==> src/rtl/gwc_pkg.sv <==
`timescale 1ns/1ps
package gwc_pkg;

    localparam int unsigned DEF_PORT_W      = 16;
    localparam int unsigned DEF_GEARS       = 4;
    localparam int unsigned DEF_GEAR_LSB    = 8;
    localparam int unsigned DEF_EDGE_BIT    = 14;
    localparam int unsigned DEF_WHEEL_IN_W  = 8;
    localparam int unsigned DEF_WHEEL_SHIFT = 4;
    localparam int unsigned DEF_ZONE_DIV    = 240;

    // action taken by one stage of the gear selection chain
    typedef enum logic [1:0] {
        ACT_KEEP = 2'd0,
        ACT_TAKE = 2'd1,
        ACT_DROP = 2'd2
    } gear_act_e;

    // coarse zone of a scaled wheel value
    function automatic logic [31:0] zone_index(input logic [31:0] value,
                                               input int unsigned div);
        return value / div;
    endfunction

    // decide what one falling switch does to the running state
    function automatic gear_act_e gear_decide(input logic fell,
                                              input logic match);
        if (!fell)
            return ACT_KEEP;
        else if (match)
            return ACT_DROP;
        else
            return ACT_TAKE;
    endfunction

endpackage

==> src/rtl/gwc_gear_latch.sv <==
`timescale 1ns/1ps
module gwc_gear_latch
    import gwc_pkg::*;
#(
    parameter int unsigned GEARS = DEF_GEARS
) (
    input  logic             clk,
    input  logic             rst,
    input  logic             rd_en,
    input  logic [GEARS-1:0] raw_gears,
    output logic [GEARS-1:0] state_q,
    output logic [GEARS-1:0] state_next
);

    logic [GEARS-1:0] prev_q;
    logic [GEARS-1:0] fell;

    // changed since last read and now low means high before, low now
    assign fell = prev_q & ~raw_gears;

    // ordered chain: gear 0 first, the highest gear last
    always_comb begin
        logic [GEARS-1:0] run;
        logic [GEARS-1:0] code;
        gear_act_e        act;
        run = state_q;
        for (int g = 0; g < GEARS; g++) begin
            code    = '0;
            code[g] = 1'b1;
            act     = gear_decide(fell[g], run == code);
            case (act)
                ACT_TAKE: run = code;
                ACT_DROP: run = '0;
                default:  run = run;
            endcase
        end
        state_next = run;
    end

    always_ff @(posedge clk) begin
        if (rst) begin
            state_q <= '0;
            prev_q  <= '0;
        end else if (rd_en) begin
            state_q <= state_next;
            prev_q  <= raw_gears;
        end
    end

endmodule

==> src/rtl/gwc_port_composer.sv <==
`timescale 1ns/1ps
module gwc_port_composer
    import gwc_pkg::*;
#(
    parameter int unsigned PORT_W   = DEF_PORT_W,
    parameter int unsigned GEARS    = DEF_GEARS,
    parameter int unsigned GEAR_LSB = DEF_GEAR_LSB,
    parameter int unsigned EDGE_BIT = DEF_EDGE_BIT
) (
    input  logic              clk,
    input  logic              rst,
    input  logic              rd_en,
    input  logic [PORT_W-1:0] raw_port,
    input  logic [GEARS-1:0]  gear_state,
    input  logic              edge_flag,
    output logic [PORT_W-1:0] port_q
);

    localparam logic [PORT_W-1:0] GEAR_MASK =
        PORT_W'(((64'd1 << GEARS) - 64'd1) << GEAR_LSB);
    localparam logic [PORT_W-1:0] EDGE_MASK = PORT_W'(64'd1 << EDGE_BIT);

    logic [PORT_W-1:0] forced;
    logic [PORT_W-1:0] geared;
    logic [PORT_W-1:0] word_d;

    assign forced = raw_port | GEAR_MASK;
    assign geared = forced ^ (PORT_W'(gear_state) << GEAR_LSB);
    assign word_d = edge_flag ? (geared ^ EDGE_MASK) : geared;

    always_ff @(posedge clk) begin
        if (rst)
            port_q <= '0;
        else if (rd_en)
            port_q <= word_d;
    end

endmodule

==> src/rtl/gwc_wheel_tracker.sv <==
`timescale 1ns/1ps
module gwc_wheel_tracker
    import gwc_pkg::*;
#(
    parameter int unsigned IN_W     = DEF_WHEEL_IN_W,
    parameter int unsigned SHIFT    = DEF_WHEEL_SHIFT,
    parameter int unsigned ZONE_DIV = DEF_ZONE_DIV,
    parameter int unsigned OUT_W    = DEF_PORT_W
) (
    input  logic             clk,
    input  logic             rst,
    input  logic             rd_en,
    input  logic             clr,
    input  logic [IN_W-1:0]  raw_wheel,
    output logic             edge_q,
    output logic [OUT_W-1:0] word_q
);

    localparam int unsigned SC_W = IN_W + SHIFT;
    localparam int unsigned HALF = OUT_W / 2;

    logic [SC_W-1:0]  scaled;
    logic [SC_W-1:0]  prev_q;
    logic             crossed;
    logic [OUT_W-1:0] word_d;

    assign scaled  = {raw_wheel, {SHIFT{1'b0}}};
    assign crossed = rd_en &&
                     (zone_index(32'(scaled), ZONE_DIV) !=
                      zone_index(32'(prev_q), ZONE_DIV));
    assign word_d  = (OUT_W'(scaled) << HALF) | OUT_W'({HALF{1'b1}});

    // set beats clear when both arrive together
    always_ff @(posedge clk) begin
        if (rst)
            edge_q <= 1'b0;
        else if (crossed)
            edge_q <= 1'b1;
        else if (clr)
            edge_q <= 1'b0;
    end

    always_ff @(posedge clk) begin
        if (rst) begin
            prev_q <= '0;
            word_q <= '0;
        end else if (rd_en) begin
            prev_q <= scaled;
            word_q <= word_d;
        end
    end

endmodule

==> src/rtl/gear_wheel_conditioner.sv <==
`timescale 1ns/1ps
module gear_wheel_conditioner
    import gwc_pkg::*;
#(
    parameter int unsigned PORT_W      = DEF_PORT_W,
    parameter int unsigned GEARS       = DEF_GEARS,
    parameter int unsigned GEAR_LSB    = DEF_GEAR_LSB,
    parameter int unsigned EDGE_BIT    = DEF_EDGE_BIT,
    parameter int unsigned WHEEL_IN_W  = DEF_WHEEL_IN_W,
    parameter int unsigned WHEEL_SHIFT = DEF_WHEEL_SHIFT,
    parameter int unsigned ZONE_DIV    = DEF_ZONE_DIV
) (
    input  logic                  clk,
    input  logic                  rst,
    input  logic [PORT_W-1:0]     port_in,
    input  logic                  port_rd,
    input  logic [WHEEL_IN_W-1:0] wheel_in,
    input  logic                  wheel_rd,
    input  logic                  edge_clr,
    output logic [PORT_W-1:0]     port_word,
    output logic [PORT_W-1:0]     wheel_word
);

    logic [GEARS-1:0] gear_state_q;
    logic [GEARS-1:0] gear_state_d;
    logic             edge_q;

    gwc_gear_latch #(
        .GEARS(GEARS)
    ) gear_i (
        .clk       (clk),
        .rst       (rst),
        .rd_en     (port_rd),
        .raw_gears (port_in[GEAR_LSB +: GEARS]),
        .state_q   (gear_state_q),
        .state_next(gear_state_d)
    );

    gwc_port_composer #(
        .PORT_W  (PORT_W),
        .GEARS   (GEARS),
        .GEAR_LSB(GEAR_LSB),
        .EDGE_BIT(EDGE_BIT)
    ) port_i (
        .clk       (clk),
        .rst       (rst),
        .rd_en     (port_rd),
        .raw_port  (port_in),
        .gear_state(gear_state_d),
        .edge_flag (edge_q),
        .port_q    (port_word)
    );

    gwc_wheel_tracker #(
        .IN_W    (WHEEL_IN_W),
        .SHIFT   (WHEEL_SHIFT),
        .ZONE_DIV(ZONE_DIV),
        .OUT_W   (PORT_W)
    ) wheel_i (
        .clk      (clk),
        .rst      (rst),
        .rd_en    (wheel_rd),
        .clr      (edge_clr),
        .raw_wheel(wheel_in),
        .edge_q   (edge_q),
        .word_q   (wheel_word)
    );

endmodule

==> config.mk <==
export PLATFORM = sky130hd
export DESIGN_NAME = gear_wheel_conditioner
export DESIGN_NICKNAME = d
export VERILOG_FILES = /design/src/rtl/gwc_pkg.sv /design/src/rtl/gwc_gear_latch.sv /design/src/rtl/gwc_port_composer.sv /design/src/rtl/gwc_wheel_tracker.sv /design/src/rtl/gear_wheel_conditioner.sv
export SDC_FILE = /design/constraint.sdc
export NUM_CORES = 1
export LEC_CHECK = 0
export BUFFER_PORTS_ARGS = -buffer_cell sky130_fd_sc_hd__buf_2
export CAP_MARGIN = 40
export CELL_PAD_IN_SITES_DETAIL_PLACEMENT = 1
export CELL_PAD_IN_SITES_GLOBAL_PLACEMENT = 2
export CORE_MARGIN = 3
export CORE_UTILIZATION = 30
export CTS_CLUSTER_DIAMETER = 30
export DETAILED_ROUTE_END_ITERATION = 8
export PLACE_DENSITY = 0.89
export SLEW_MARGIN = 25
export SYNTH_ARGS = -nofsm -noshare
export SYNTH_HDL_FRONTEND = slang
export SYNTH_SLANG_ARGS = --single-unit
==> constraint.sdc <==
create_clock -name clk -period 3 [get_ports clk]
set_input_delay 0.15 -clock clk [delete_from_list [all_inputs] [get_ports clk]]
set_output_delay 0.15 -clock clk [all_outputs]
set_load 0.05 [all_outputs]
==> metrics, run 1 <==
post-CTS resize count=0; clk sinks=34; minimum clock period=2623 ps; number of synthesized register bits=34; Die Y=92.77 µm; Die Wd=92.77 µm; Setup Fix Bufs, Post-CTS=0; ANT cells=0; layout cell share with drive strength beyond 1=0.2918; clock buffer depth=2; slowest CP cell=nor3b_1; wire per inst=14.36 µm; status=completed; Layout area overhead=16.12%; fin area=2623 µm²; I/O Pins=61; total placed instance area=2485 µm²; met1 usage=0.1604; Post-Synth Adder-Cell Area=0.01607; CTS clk-pin slew, worst paths=80 ps; yosys warns=0; Synth Area per Inst=8.427 µm²; LEAKAGE=1.128 nW; simple logic cell fraction of the synthesized area=0.2139; Synth Area in Compound Gates=0.2072; top cell family by delay on the critical path=simple AND/OR/NAND/NOR gates; post-synthesis sequential area ratio=0.3014; post-synthesis cell count=268; Synth Area in XOR/XNOR=0.03102; part of the cycle the worst path needs=0.8744; Required @ worst endpoint=3160 ps; I/O Buffers=56; Post-CTS Hold Fix Bufs=0; setup_tns=0 ps; 1st-iter DRT viols=73; Placer Congestion=0.8263; drc violations=0; Syn Std Cell Area=2258 µm²; Core Region=7292 µm²; pins over their slew limit=0; vias in the first global route=2,107; Synth async-reset ratio=0; crit start category=register; Critical Path, Cell by Cell=and3_4 -> ha_1 -> nand3_1 -> a21oi_1 -> nor3b_1 -> a221oi_1 -> o2bb2ai_2 -> mux2i_4 -> nand3_1 -> o31ai_1 -> a31oi_1; met3 global-route usage=0.02681; total global routing overflow=0; number of setup violations in the final report=0; Nets=335; f_max=381.2 MHz; Non-Filler Instances=404; iteration count of the initial detailed-routing pass=4; DRT Wirelength=5802 µm; Reg2Reg Setup Slack=380 ps; maximum vdd ir drop=0.0001964 V; Layout Skew=9.053 ps; Power Density=512.1 nW/µm²; fin util=0.3596; largest net degree at the start of global routing=35; multiplexer share of the synthesized area=0.1252; initial core utilization=0.3097; CTS tree=yes; Vias=1,994; crit path max fanout=5; vias per cell=4.936; WP buf/inv=0; CTS buffer count=5; Distinct cells, synth=64; first-pass GRT wire length=9846 µm; Worst Hold Class=input port to register; Critical Path Max Stage Delay=470 ps; CP Class=register to register; Fill cells=920; Total GRT Usage=0.1401; clock root buffer=clkbuf_8; Post-synth top flop=dfxtp_1; crit path DAT=2780 ps; busiest grt layer=met2; actual slew at the worst max-slew pin=626.6 ps; Skew-Pair Late Insertion Delay=290 ps; die area=8605 µm²; GR Util met2=0.2549; dpl cells=396; Routed Antenna Nets=0; largest family of logic cells by synthesized area=simple AND/OR/NAND/NOR gates; dpl hpwl=4421 µm; CP endpoint kind=register; Row Count=31; most used cell, CP=nand3_1; Max Cap Viol=0; RSZ-0062 raised after global routing=no; count of final hold-check violations=0; CTS HTree Levels=2; number of synthesized flops with an enable pin=0; initial antenna violation count=0; Slew headroom=0.5823
[final timing paths]
kind | from | endpoint | cells past startpoint
max | wheel_i.prev_q[10]$_SDFFE_PP0P_ | wheel_i.edge_q$_SDFFE_PP0P_ | 11
max reg2reg | wheel_i.prev_q[10]$_SDFFE_PP0P_ | wheel_i.edge_q$_SDFFE_PP0P_ | 11
min | port_in[7] | port_i.port_q[7]$_SDFFE_PP0P_ | 3
min reg2reg | port_i.port_q[10]$_SDFFE_PP0P_ | port_i.port_q[10]$_SDFFE_PP0P_ | 2
[flip-flops by register name, indices dropped and copies added (netlist names)]
register and count:
gear_i.state_q 4, wheel_i.prev_q 5, gear_i.prev_q 4, wheel_i.edge_q 1, port_i.port_q 16, wheel_i.word_q 4
[metal layers]
layer | vias up | part of all wire
met5 | - | 0
met4 | 0 | 0.018
met3 | 11 | 0.032
met2 | 36 | 0.51
met1 | 931 | 0.44
li1 | 1016 | -
[where the power goes]
| part | switching [mW] | internal, mW | leakage [nW] |
|---|---|---|---|
| sequential | 0.0214 | 0.479 | 0.281 |
| combinational | 0.224 | 0.104 | 0.779 |
| clock | 0.182 | 0.333 | 0.0683 |
[stage by stage]
stage          setup slack (ps)  hold slack, ps  power [mW]
6_report                  376.9           89.73       1.343
5_1_grt                   76.14           102.8       1.414
4_1_cts                   346.1           84.52       1.363
3_5_place_dp              221.5           395.9      0.8401
3_3_place_gp              361.5           385.0      0.8323
2_1_floorplan             490.1           297.2      0.7824
[worst register-to-register path, stage by stage, from the launching register on]
cell and delay (ps):
dfxtp_1 330, and3_4 190, ha_1 250, nand3_1 130, a21oi_1 100, nor3b_1 470, a221oi_1 130, o2bb2ai_2 240
mux2i_4 280, nand3_1 100, o31ai_1 220, a31oi_1 60
[Yosys cell counts (2+ instances only)]
library cell / n / area share
xnor2_1: 2 / 0.0078
xor2_1: 6 / 0.023
buf_2: 4 / 0.0089
a31o_2: 2 / 0.0078
buf_4: 19 / 0.063
a311oi_1: 2 / 0.0078
a211oi_1: 4 / 0.013
o21ai_2: 2 / 0.0078
nor2b_1: 3 / 0.0083
nand4_1: 4 / 0.011
a21oi_1: 12 / 0.027
o31a_1: 2 / 0.0078
nand3_1: 11 / 0.024
nand2b_1: 7 / 0.019
mux2i_1: 26 / 0.12
o21ai_1: 2 / 0.0044
nand2_1: 15 / 0.025
ha_1: 2 / 0.011
inv_1: 3 / 0.0050
dfxtp_1: 34 / 0.30
nor2_1: 40 / 0.066
a22oi_1: 2 / 0.0066
a31oi_1: 3 / 0.0083
o211ai_1: 3 / 0.010
nor4_1: 2 / 0.0055
clkbuf_1: 8 / 0.013
buf_6: 2 / 0.010
nor3_1: 4 / 0.0089
or2_2: 2 / 0.0055
o21ai_0: 6 / 0.013
[cell families after synthesis]
family,Yosys count
simple gates,99
other cells,1
fa+ha+maj,3
mux,27
flops,34
compound gates,58
xor+xnor,8
buf+inv,38
[layout make-up]
type	instances	area (µm²)	area share
flip-flops and latches	34	680.7	0.2595
clock inverters	3	68.82	0.02624
inverters	4	15.01	0.005725
repair buffers	60	310.3	0.1183
multi-input cells	199	1355	0.5167
well taps	99	123.9	0.04723
clock buffers	5	68.82	0.02624
[placed cells by master (no fill, tap or decap), drive strengths merged, types with 4 or more instances in the layout]
cell    instances
nand2b          7
a21oi          13
nand3          12
nor3            5
xor2            6
a211oi          4
nand2          16
nand4           4
buf            60
o21ai          10
nor2           40
conb            4
mux2i          27
dfxtp          34
clkbuf          5
Power figures use the tool's default switching activity.
==> run 2, diff against run 1 <==
--- a/config.mk
+++ b/config.mk
@@ -13,6 +13,7 @@
 export CORE_UTILIZATION = 30
 export CTS_CLUSTER_DIAMETER = 30
 export DETAILED_ROUTE_END_ITERATION = 8
+export MAX_ROUTING_LAYER = met4
 export PLACE_DENSITY = 0.89
 export SLEW_MARGIN = 25
 export SYNTH_ARGS = -nofsm -noshare
==> metrics, run 2 (synthesized netlist as in run 1, its figures left out) <==
Routed Antenna Nets=0; 1st-iter DRT viols=78; WP buf/inv=0; clock root buffer=clkbuf_8; layout cell share with drive strength beyond 1=0.2918; Vias=1,994; maximum vdd ir drop=0.0001964 V; Placer Congestion=0.8388; vias in the first global route=2,106; Post-CTS Hold Fix Bufs=0; total placed instance area=2485 µm²; CTS buffer count=5; CTS HTree Levels=2; CP Class=register to register; setup_tns=0 ps; crit start category=register; most common cell after layout, fill and taps aside=buf_2; max reg flops=16; Nets=335; most frequent cells in the layout=buf_2 (56), nor2_1 (40), dfxtp_1 (34), mux2i_1 (26), nand2_1 (15); total global routing overflow=0; Die Wd=92.77 µm; Slew headroom=0.5824; drc violations=0; Layout Skew=9.069 ps; CTS tree=yes; DRT Wirelength=5804 µm; LEAKAGE=1.128 nW; clock buffer depth=2; post-CTS resize count=0; most used cell, CP=nand3_1; I/O Buffers=56; part of the cycle the worst path needs=0.8744; flip-flop and latch area=680.7 µm²; largest net degree at the start of global routing=35; initial core utilization=0.3097; Critical Path Max Stage Delay=470 ps; Total GRT Usage=0.1439; Setup Fix Bufs, Post-CTS=0; CTS clk-pin slew, worst paths=80 ps; Max Cap Viol=0; CP endpoint kind=register; Required @ worst endpoint=3160 ps; Core Region=7292 µm²; initial antenna violation count=0; fin util=0.3596; ANT cells=0; final worst slack=376.9 ps; count of final hold-check violations=0; Multi-input gate area=1355 µm²; dpl hpwl=4421 µm; Worst Hold Class=input port to register; Fill cells=920; Row Count=31; f_max=381.2 MHz; iteration count of the initial detailed-routing pass=4; worst slack at placement=221.5 ps; minimum clock period=2623 ps; number of setup violations in the final report=0; crit path DAT=2780 ps; Power Density=512.1 nW/µm²; vias per cell=4.936; wire per inst=14.37 µm; pins over their slew limit=0; clk sinks=34; I/O Pins=61; RSZ-0062 raised after global routing=no; die area=8605 µm²; Die Y=92.77 µm; Critical Path, Cell by Cell=and3_4 -> ha_1 -> nand3_1 -> a21oi_1 -> nor3b_1 -> a221oi_1 -> o2bb2ai_2 -> mux2i_4 -> nand3_1 -> o31ai_1 -> a31oi_1; slowest CP cell=nor3b_1; status=completed; crit path max fanout=5; top cell family by delay on the critical path=simple AND/OR/NAND/NOR gates; Skew-Pair Late Insertion Delay=290 ps; actual slew at the worst max-slew pin=626.4 ps; largest registers=port_i.port_q x16, wheel_i.prev_q x5; largest register by flop count=port_i.port_q; fin area=2623 µm²; Layout area overhead=16.12%; first-pass GRT wire length=9853 µm
## run 2: path summary, 6_finish.rpt
kind / startpoint / end / slack [ps] / depth (start not counted)
setup / recovery: wheel_i.prev_q[10]$_SDFFE_PP0P_ / wheel_i.edge_q$_SDFFE_PP0P_ / 380 / 11
hold reg to reg: port_i.port_q[10]$_SDFFE_PP0P_ / port_i.port_q[10]$_SDFFE_PP0P_ / 480 / 2
setup reg to reg: wheel_i.prev_q[10]$_SDFFE_PP0P_ / wheel_i.edge_q$_SDFFE_PP0P_ / 380 / 11
hold / removal: port_in[7] / port_i.port_q[7]$_SDFFE_PP0P_ / 90 / 3
## run 2: power by group
group          switching, mW  total, mW  internal [mW]
logic                  0.224      0.328          0.104
clock network          0.182      0.515          0.333
registers             0.0214      0.500          0.479
total                  0.427       1.34          0.916
## run 2: metrics by stage
stage	power, mW	hold WS, ps	instances
floorplan	0.7824	297.2	271
global placement	0.8323	385.0	396
detailed placement	0.8401	395.9	396
CTS	1.363	84.52	404
global route	1.414	102.8	404
finish	1.343	89.74	404
## run 2: per-layer routing
layer,vias to the layer above,global-route usage,wire length [µm]
met5,-,-,0
met4,0,0.05250,104
met3,11,0.02681,190
met2,36,0.2549,2946
met1,931,0.1604,2562
li1,1016,-,-
## run 2: final cells by class
type / instances / area share
Sequential cell: 34 / 0.2595
Tap cell: 99 / 0.04723
Clock buffer: 5 / 0.02624
Timing Repair Buffer: 60 / 0.1183
Multi-Input combinational cell: 199 / 0.5167
Clock inverter: 3 / 0.02624
Inverter: 4 / 0.005725
## run 2: worst register-to-register path, delay by kind of cell (launching register included)
family          cells  cell delay [ps]
flops               1              330
fa+ha+maj           1              250
mux                 1              280
simple gates        4              890
compound gates      5              750
